==> src/rtl/cmt_pkg.sv <==
package cmt_pkg;
    typedef enum logic [1:0] {
        SYN_IDLE  = 2'd0,
        SYN_ARMED = 2'd1,
        SYN_HALF  = 2'd2
    } sync_state_e;

    localparam int CKS_W     = 2;
    localparam int IE_BIT    = 6;
    localparam int FLAG_BIT  = 7;
    localparam int BASE_LOG  = 3;   // divide by 8 at select 0
    localparam int STEP_LOG  = 2;   // x4 per select step
    localparam int PRE_W     = BASE_LOG + STEP_LOG * ((1 << CKS_W) - 1);
    localparam int OFS_CTRL  = 0;
    localparam int OFS_CNT   = 1;
    localparam int OFS_CMP   = 2;
endpackage

==> src/rtl/cmt_prescaler.sv <==
module cmt_prescaler
    import cmt_pkg::*;
(
    input  logic             clk,
    input  logic             rst_n,
    input  logic [CKS_W-1:0] cks,
    output logic             tick
);
    logic [PRE_W-1:0] pre_q;
    logic [PRE_W-1:0] mask;

    always_ff @(posedge clk or negedge rst_n) begin
        if (!rst_n) pre_q <= '0;
        else        pre_q <= pre_q + 1'b1;
    end

    always_comb begin
        for (int i = 0; i < PRE_W; i++)
            mask[i] = (i < (BASE_LOG + STEP_LOG * int'(cks)));
    end

    assign tick = ((pre_q & mask) == mask);

    // smallest ratio is 8, so ticks never come back to back
    p_tick_spaced_r3: assert property (@(posedge clk) disable iff (!rst_n)
        tick |=> !tick);
endmodule

==> src/rtl/cmt_write_sync.sv <==
module cmt_write_sync
    import cmt_pkg::*;
#(
    parameter int W = 16
) (
    input  logic         clk,
    input  logic         rst_n,
    input  logic         tick,
    input  logic         wr,
    input  logic [W-1:0] wdata,
    output logic         apply,
    output logic [W-1:0] load_val
);
    sync_state_e st_q, st_d;

    always_ff @(posedge clk or negedge rst_n) begin
        if (!rst_n) begin
            st_q     <= SYN_IDLE;
            load_val <= '0;
        end else begin
            st_q <= st_d;
            if (wr) load_val <= wdata;
        end
    end

    always_comb begin
        st_d = st_q;
        unique case (st_q)
            SYN_IDLE:  st_d = SYN_IDLE;
            SYN_ARMED: if (tick) st_d = SYN_HALF;
            SYN_HALF:  if (tick) st_d = SYN_IDLE;
            default:   st_d = SYN_IDLE;
        endcase
        if (wr) st_d = SYN_ARMED;
    end

    always_comb begin
        apply = (st_q == SYN_HALF) && tick && !wr;
    end

    // a write is never applied on the very next edge
    p_no_instant_apply_r8: assert property (@(posedge clk) disable iff (!rst_n)
        wr |=> !apply);
endmodule

==> src/rtl/cmt_channel.sv <==
module cmt_channel
    import cmt_pkg::*;
#(
    parameter int CNT_W = 16
) (
    input  logic             clk,
    input  logic             rst_n,
    input  logic             run,
    input  logic             ctrl_we,
    input  logic             cnt_we,
    input  logic             cmp_we,
    input  logic [CNT_W-1:0] wdata,
    output logic [CNT_W-1:0] ctrl_q,
    output logic [CNT_W-1:0] cnt_q,
    output logic [CNT_W-1:0] cmp_q,
    output logic             irq
);
    logic [CKS_W-1:0] cks_q;
    logic             ie_q;
    logic             flag_q;
    logic             tick;
    logic             apply;
    logic [CNT_W-1:0] load_val;
    logic             match;

    cmt_prescaler u_pre (
        .clk  (clk),
        .rst_n(rst_n),
        .cks  (cks_q),
        .tick (tick)
    );

    cmt_write_sync #(.W(CNT_W)) u_sync (
        .clk     (clk),
        .rst_n   (rst_n),
        .tick    (tick),
        .wr      (cnt_we),
        .wdata   (wdata),
        .apply   (apply),
        .load_val(load_val)
    );

    assign match = run && tick && !apply && (cnt_q == cmp_q);

    always_ff @(posedge clk or negedge rst_n) begin
        if (!rst_n) begin
            cnt_q  <= '0;
            cmp_q  <= '1;
            cks_q  <= '0;
            ie_q   <= 1'b0;
            flag_q <= 1'b0;
        end else begin
            if (apply)             cnt_q <= load_val;
            else if (run && tick)  cnt_q <= match ? '0 : cnt_q + 1'b1;
            if (cmp_we) cmp_q <= wdata;
            if (ctrl_we) begin
                cks_q <= wdata[CKS_W-1:0];
                ie_q  <= wdata[IE_BIT];
            end
            if (match)                            flag_q <= 1'b1;
            else if (ctrl_we && !wdata[FLAG_BIT]) flag_q <= 1'b0;
        end
    end

    always_comb begin
        ctrl_q            = '0;
        ctrl_q[CKS_W-1:0] = cks_q;
        ctrl_q[IE_BIT]    = ie_q;
        ctrl_q[FLAG_BIT]  = flag_q;
    end

    assign irq = flag_q & ie_q;

    p_match_wrap_r4: assert property (@(posedge clk) disable iff (!rst_n)
        match |=> (cnt_q == '0) && ctrl_q[FLAG_BIT]);

    p_hold_stopped_r5: assert property (@(posedge clk) disable iff (!rst_n)
        (!run && !apply) |=> $stable(cnt_q));

    p_flag_sticky_r6: assert property (@(posedge clk) disable iff (!rst_n)
        (flag_q && !(ctrl_we && !wdata[FLAG_BIT])) |=> flag_q);

    p_wrap_no_flag_r9: assert property (@(posedge clk) disable iff (!rst_n)
        (run && tick && !apply && (cnt_q == '1) && (cmp_q != '1) && !flag_q)
        |=> (cnt_q == '0) && !flag_q);
endmodule

==> src/rtl/cmt_timer.sv <==
module cmt_timer
    import cmt_pkg::*;
#(
    parameter int NUM_CH = 2,
    parameter int CNT_W  = 16,
    parameter int ADDR_W = 4
) (
    input  logic              clk,
    input  logic              rst_n,
    input  logic              wr_en,
    input  logic              rd_en,
    input  logic [ADDR_W-1:0] addr,
    input  logic [CNT_W-1:0]  wdata,
    output logic [CNT_W-1:0]  rdata,
    output logic [NUM_CH-1:0] irq
);
    localparam int SEL_W = ADDR_W - 2;

    logic [NUM_CH-1:0] start_q;
    logic [CNT_W-1:0]  ctrl_a [NUM_CH];
    logic [CNT_W-1:0]  cnt_a  [NUM_CH];
    logic [CNT_W-1:0]  cmp_a  [NUM_CH];
    logic              start_hit;

    assign start_hit = (addr == '0);

    always_ff @(posedge clk or negedge rst_n) begin
        if (!rst_n)                  start_q <= '0;
        else if (wr_en && start_hit) start_q <= wdata[NUM_CH-1:0];
    end

    for (genvar c = 0; c < NUM_CH; c++) begin : g_ch
        logic sel;
        assign sel = (addr[ADDR_W-1:2] == SEL_W'(c + 1));

        cmt_channel #(.CNT_W(CNT_W)) u_ch (
            .clk    (clk),
            .rst_n  (rst_n),
            .run    (start_q[c]),
            .ctrl_we(wr_en && sel && (addr[1:0] == 2'(OFS_CTRL))),
            .cnt_we (wr_en && sel && (addr[1:0] == 2'(OFS_CNT))),
            .cmp_we (wr_en && sel && (addr[1:0] == 2'(OFS_CMP))),
            .wdata  (wdata),
            .ctrl_q (ctrl_a[c]),
            .cnt_q  (cnt_a[c]),
            .cmp_q  (cmp_a[c]),
            .irq    (irq[c])
        );
    end

    always_comb begin
        rdata = '0;
        if (rd_en) begin
            if (start_hit) rdata = CNT_W'(start_q);
            for (int c = 0; c < NUM_CH; c++) begin
                if (addr[ADDR_W-1:2] == SEL_W'(c + 1)) begin
                    unique case (addr[1:0])
                        2'(OFS_CTRL): rdata = ctrl_a[c];
                        2'(OFS_CNT):  rdata = cnt_a[c];
                        2'(OFS_CMP):  rdata = cmp_a[c];
                        default:      rdata = '0;
                    endcase
                end
            end
        end
    end

    // nothing runs straight out of reset
    p_reset_idle_r1: assert property (@(posedge clk) disable iff (!rst_n)
        $rose(rst_n) |-> (start_q == '0));
endmodule

==> config.mk <==
export PLATFORM = sky130hd
export DESIGN_NAME = cmt_timer
export DESIGN_NICKNAME = d
export VERILOG_FILES = /design/src/rtl/cmt_pkg.sv /design/src/rtl/cmt_prescaler.sv /design/src/rtl/cmt_write_sync.sv /design/src/rtl/cmt_channel.sv /design/src/rtl/cmt_timer.sv
export SDC_FILE = /design/constraint.sdc
export NUM_CORES = 1
export LEC_CHECK = 0
export BUFFER_PORTS_ARGS = -buffer_cell sky130_fd_sc_hd__buf_2
export CORE_MARGIN = 2
export CORE_UTILIZATION = 60
export CTS_CLUSTER_SIZE = 16
export DETAILED_ROUTE_END_ITERATION = 6
export GPL_TIMING_DRIVEN = 0
export PLACE_DENSITY = 0.79
export SLEW_MARGIN = 0
export SYNTH_ARGS = -nofsm -noshare
export SYNTH_HDL_FRONTEND = slang
export SYNTH_SLANG_ARGS = --single-unit
export TNS_END_PERCENT = 20
==> constraint.sdc <==
create_clock -name clk -period 2.2 [get_ports clk]
set_clock_uncertainty 0.2 [all_clocks]
set_input_delay 0 -clock clk [delete_from_list [all_inputs] [get_ports clk]]
set_output_delay 0 -clock clk [all_outputs]
set_load 0.005 [all_outputs]
==> out/metrics.yaml <==
min_period_over_period: 1.01
clock_latency_ns: 0.43
seq_area_frac_synth: 0.459
startpoint_type: "flop"
synthToLayoutAreaGrowth_pct: 21.6
tightestPinTransition_ns: 1.04
clock_sinks: 128
dp_hpwl_um: 13000
antenna_found_initial: 0
clock_path_buffers: 2
std_cell_rows: 39
grtUsageTotal: 0.307
vias_per_cell: 6.44
p_switching_w: 0.00258
p_total_w: 0.00848
drtAntennaViolNets: 0
crit_path_end_kind: "flop"
hold_ws_ns: -0.0269
die_w_um: 112
port_buffers: 40
coreArea_sq_um: 11500
p_comb_frac: 0.224
grt_overflow: 0
critPathKind: "reg -> reg"
layout_min_cycle_time_ns: 2.22
synth_nets: 698
worstPathRequired_ns: 2.28
yosys_most_used_dff: "dfrtp_1"
finalHoldViolations: 10
fin_ws_ns: -0.0212
drive_gt1_frac: 0.332
fin_nets: 789
fmax_ghz: 0.450
grt_start_max_net_pins: 106
p_sw_frac: 0.304
multiInputGateArea_sq_um: 3570
slew_headroom: 0.304
syn_area_per_cell_sq_um: 10.6
cp_max_fo: 10
peakVddDrop_mv: 0.826
slew_viol_final: 0
drt_iter0_markers: 490
p_clk_frac: 0.365
final_cell_area_sq_um: 8580
p_leak_nw: 3.59
synth-seq-cells: 128
n_fill_cell: 783
cts_inserted_buffers: 17
fin_util: 0.748
violations: "negative hold slack, negative setup slack"
drv_cap: 0
routed_wl_um: 19000
setup_violations: 1
grt_setup_unrepaired: "yes"
yosys-top-cells-area: "dfrtp_1, dfstp_2, mux2_2"
ys_warn_count: 0
die_y_um: 112
async_flop_share: 1.00
io_pins: 42
grt_pass1_vias: 5955
synth_top_area_cell: "dfrtp_1"
synthCells: 669
p_seq_frac: 0.412
status: "complete, but fails checks"
gp_congestion: 0.880
cp.arrival_ns: 2.30
yosysMostFrequentCell: "dfrtp_1"
clk_pin_slew_ns: 0.05
drt_first_pass_iters: 5
netlist_area_sq_um: 7060
seqCellArea_sq_um: 3250
die_area_sq_um: 12600
powerDensity_nw_per_um2: 988
diodes: 0
synth_top_area_share: 0.340
htreeDepth: 4
routedWlPerCell_um: 20.7
grt_pass1_wl_um: 30300
cts_tree: "yes"
initial_utilization: 0.616
cts-root-buf: "clkbuf_16"
synth-edff-count: 0
p_int_w: 0.00590
synthTopCellsByCount: "dfrtp_1, mux2_2, a22oi_1, nand2_1, xor2_1"
vias: 5901
drc: 0
hp-class: "in -> async"
tns_ns: -0.0212
synth.distinct_cells: 60
postPlaceCellArea_sq_um: 7470
cell families (layout without fill, tap and decap cells):
| group | Yosys count | after routing | share of synthesized area |
|---|---|---|---|
| adder cells (fa/ha/maj) | 5 | 5 | 0.00886 |
| multiplexers | 80 | 80 | 0.126 |
| AND/OR/NAND/NOR | 195 | 195 | 0.153 |
| flip-flops | 128 | 128 | 0.459 |
| AO/OA/AOI/OAI | 144 | 144 | 0.147 |
| XOR/XNOR | 46 | 46 | 0.0571 |
| buffers and inverters | 71 | 175 | 0.0495 |
flip-flops by register name (all words and copies together), names as in the netlist:
signal and flops:
g_ch.u_ch.cks_q 4, start_q 2, g_ch.u_ch.flag_q 2, g_ch.u_ch.u_sync.load_val 32, g_ch.u_ch.cmp_q 32, g_ch.u_ch.u_sync.st_q 4
g_ch.u_ch.ie_q 2, g_ch.u_ch.u_pre.pre_q 18, g_ch.u_ch.cnt_q 32
through the flow:
stage | cells | setup slack [ns]
CTS | 913 | -0.00191
finish | 916 | -0.0212
global route | 916 | -0.0455
detailed placement | 853 | -0.0927
floorplan | 669 | 0.276
global placement | 852 | -0.657
placed cells by master, fill, tap and decap left out, types with 16 or more instances in the layout:
master         count
nor2_1            19
and3_1            20
mux2_2            68
o21ai_0           16
dfrtp_1           89
buf_4             16
and2_1            18
a22oi_1           41
buf_2             57
nand3_1           31
dfstp_2           32
dlygate4sd3_1     25
nand2_1           43
inv_1             21
xor2_1            36
clkbuf_16         17
worst max-delay path, stage by stage (launching register included):
cell and delay (ns):
dfrtp_1 0.37, nand2b_1 0.22, a31oi_1 0.37, o211ai_2 0.24, buf_2 0.26, a22oi_1 0.25, o311ai_1 0.16
per-layer routing:
metal  GRT usage  share of wire  wire length (um)  vias up
li1            -              -                 -     2660
met1       0.392           0.42              7930     2966
met2       0.520           0.50              9410      215
met3      0.0626          0.053              1000       60
met4       0.115          0.032               613        0
met5           0              0                 0        -
area by class of cell:
type                            count  share of cell area
Multi-Input combinational cell    470               0.416
Sequential cell                   128               0.379
Timing Repair Buffer               76              0.0656
Clock buffer                       21              0.0537
Buffer                             46              0.0340
Clock inverter                     11              0.0216
Tap cell                          143              0.0208
Inverter                           21             0.00919
path summary, 6_finish.rpt:
kind | slack (ns) | cells after the start | to | start
min in group clk | 0.15 | 4 | g_ch[0].u_ch.u_sync.load_val[6] | addr[1]
setup / recovery | -0.02 | 6 | g_ch[1].u_ch.cnt_q[4] | g_ch[1].u_ch.u_sync.st_q[0]
max in group asynchronous | 0.41 | 3 | g_ch[0].u_ch.cnt_q[1] | rst_n
hold / removal | -0.03 | 3 | g_ch[0].u_ch.u_pre.pre_q[6] | rst_n
hold reg to reg | 0.26 | 1 | g_ch[1].u_ch.u_pre.pre_q[0] | g_ch[1].u_ch.u_pre.pre_q[0]
setup reg to reg | -0.02 | 6 | g_ch[1].u_ch.cnt_q[4] | g_ch[1].u_ch.u_sync.st_q[0]
power by group through the flow:
stage	registers [W]	clock network, W	logic (W)
floorplan	0.00331	0	0.00133
global placement	0.00344	0	0.00168
detailed placement	0.00347	0	0.00175
CTS	0.00344	0.00310	0.00183
global route	0.00356	0.00322	0.00208
finish	0.00349	0.00309	0.00190
timing repair:
item | CTS | global route
endpoints found under the setup margin | 28 | 35
pin swaps | 2 | 11
resized for setup | 5 | 43
setup buffers | 3 | 7
hold endpoints to repair | 204 | 0
hold buffers | 25 | 0
Note: power is estimated with default switching activity, not from simulation.
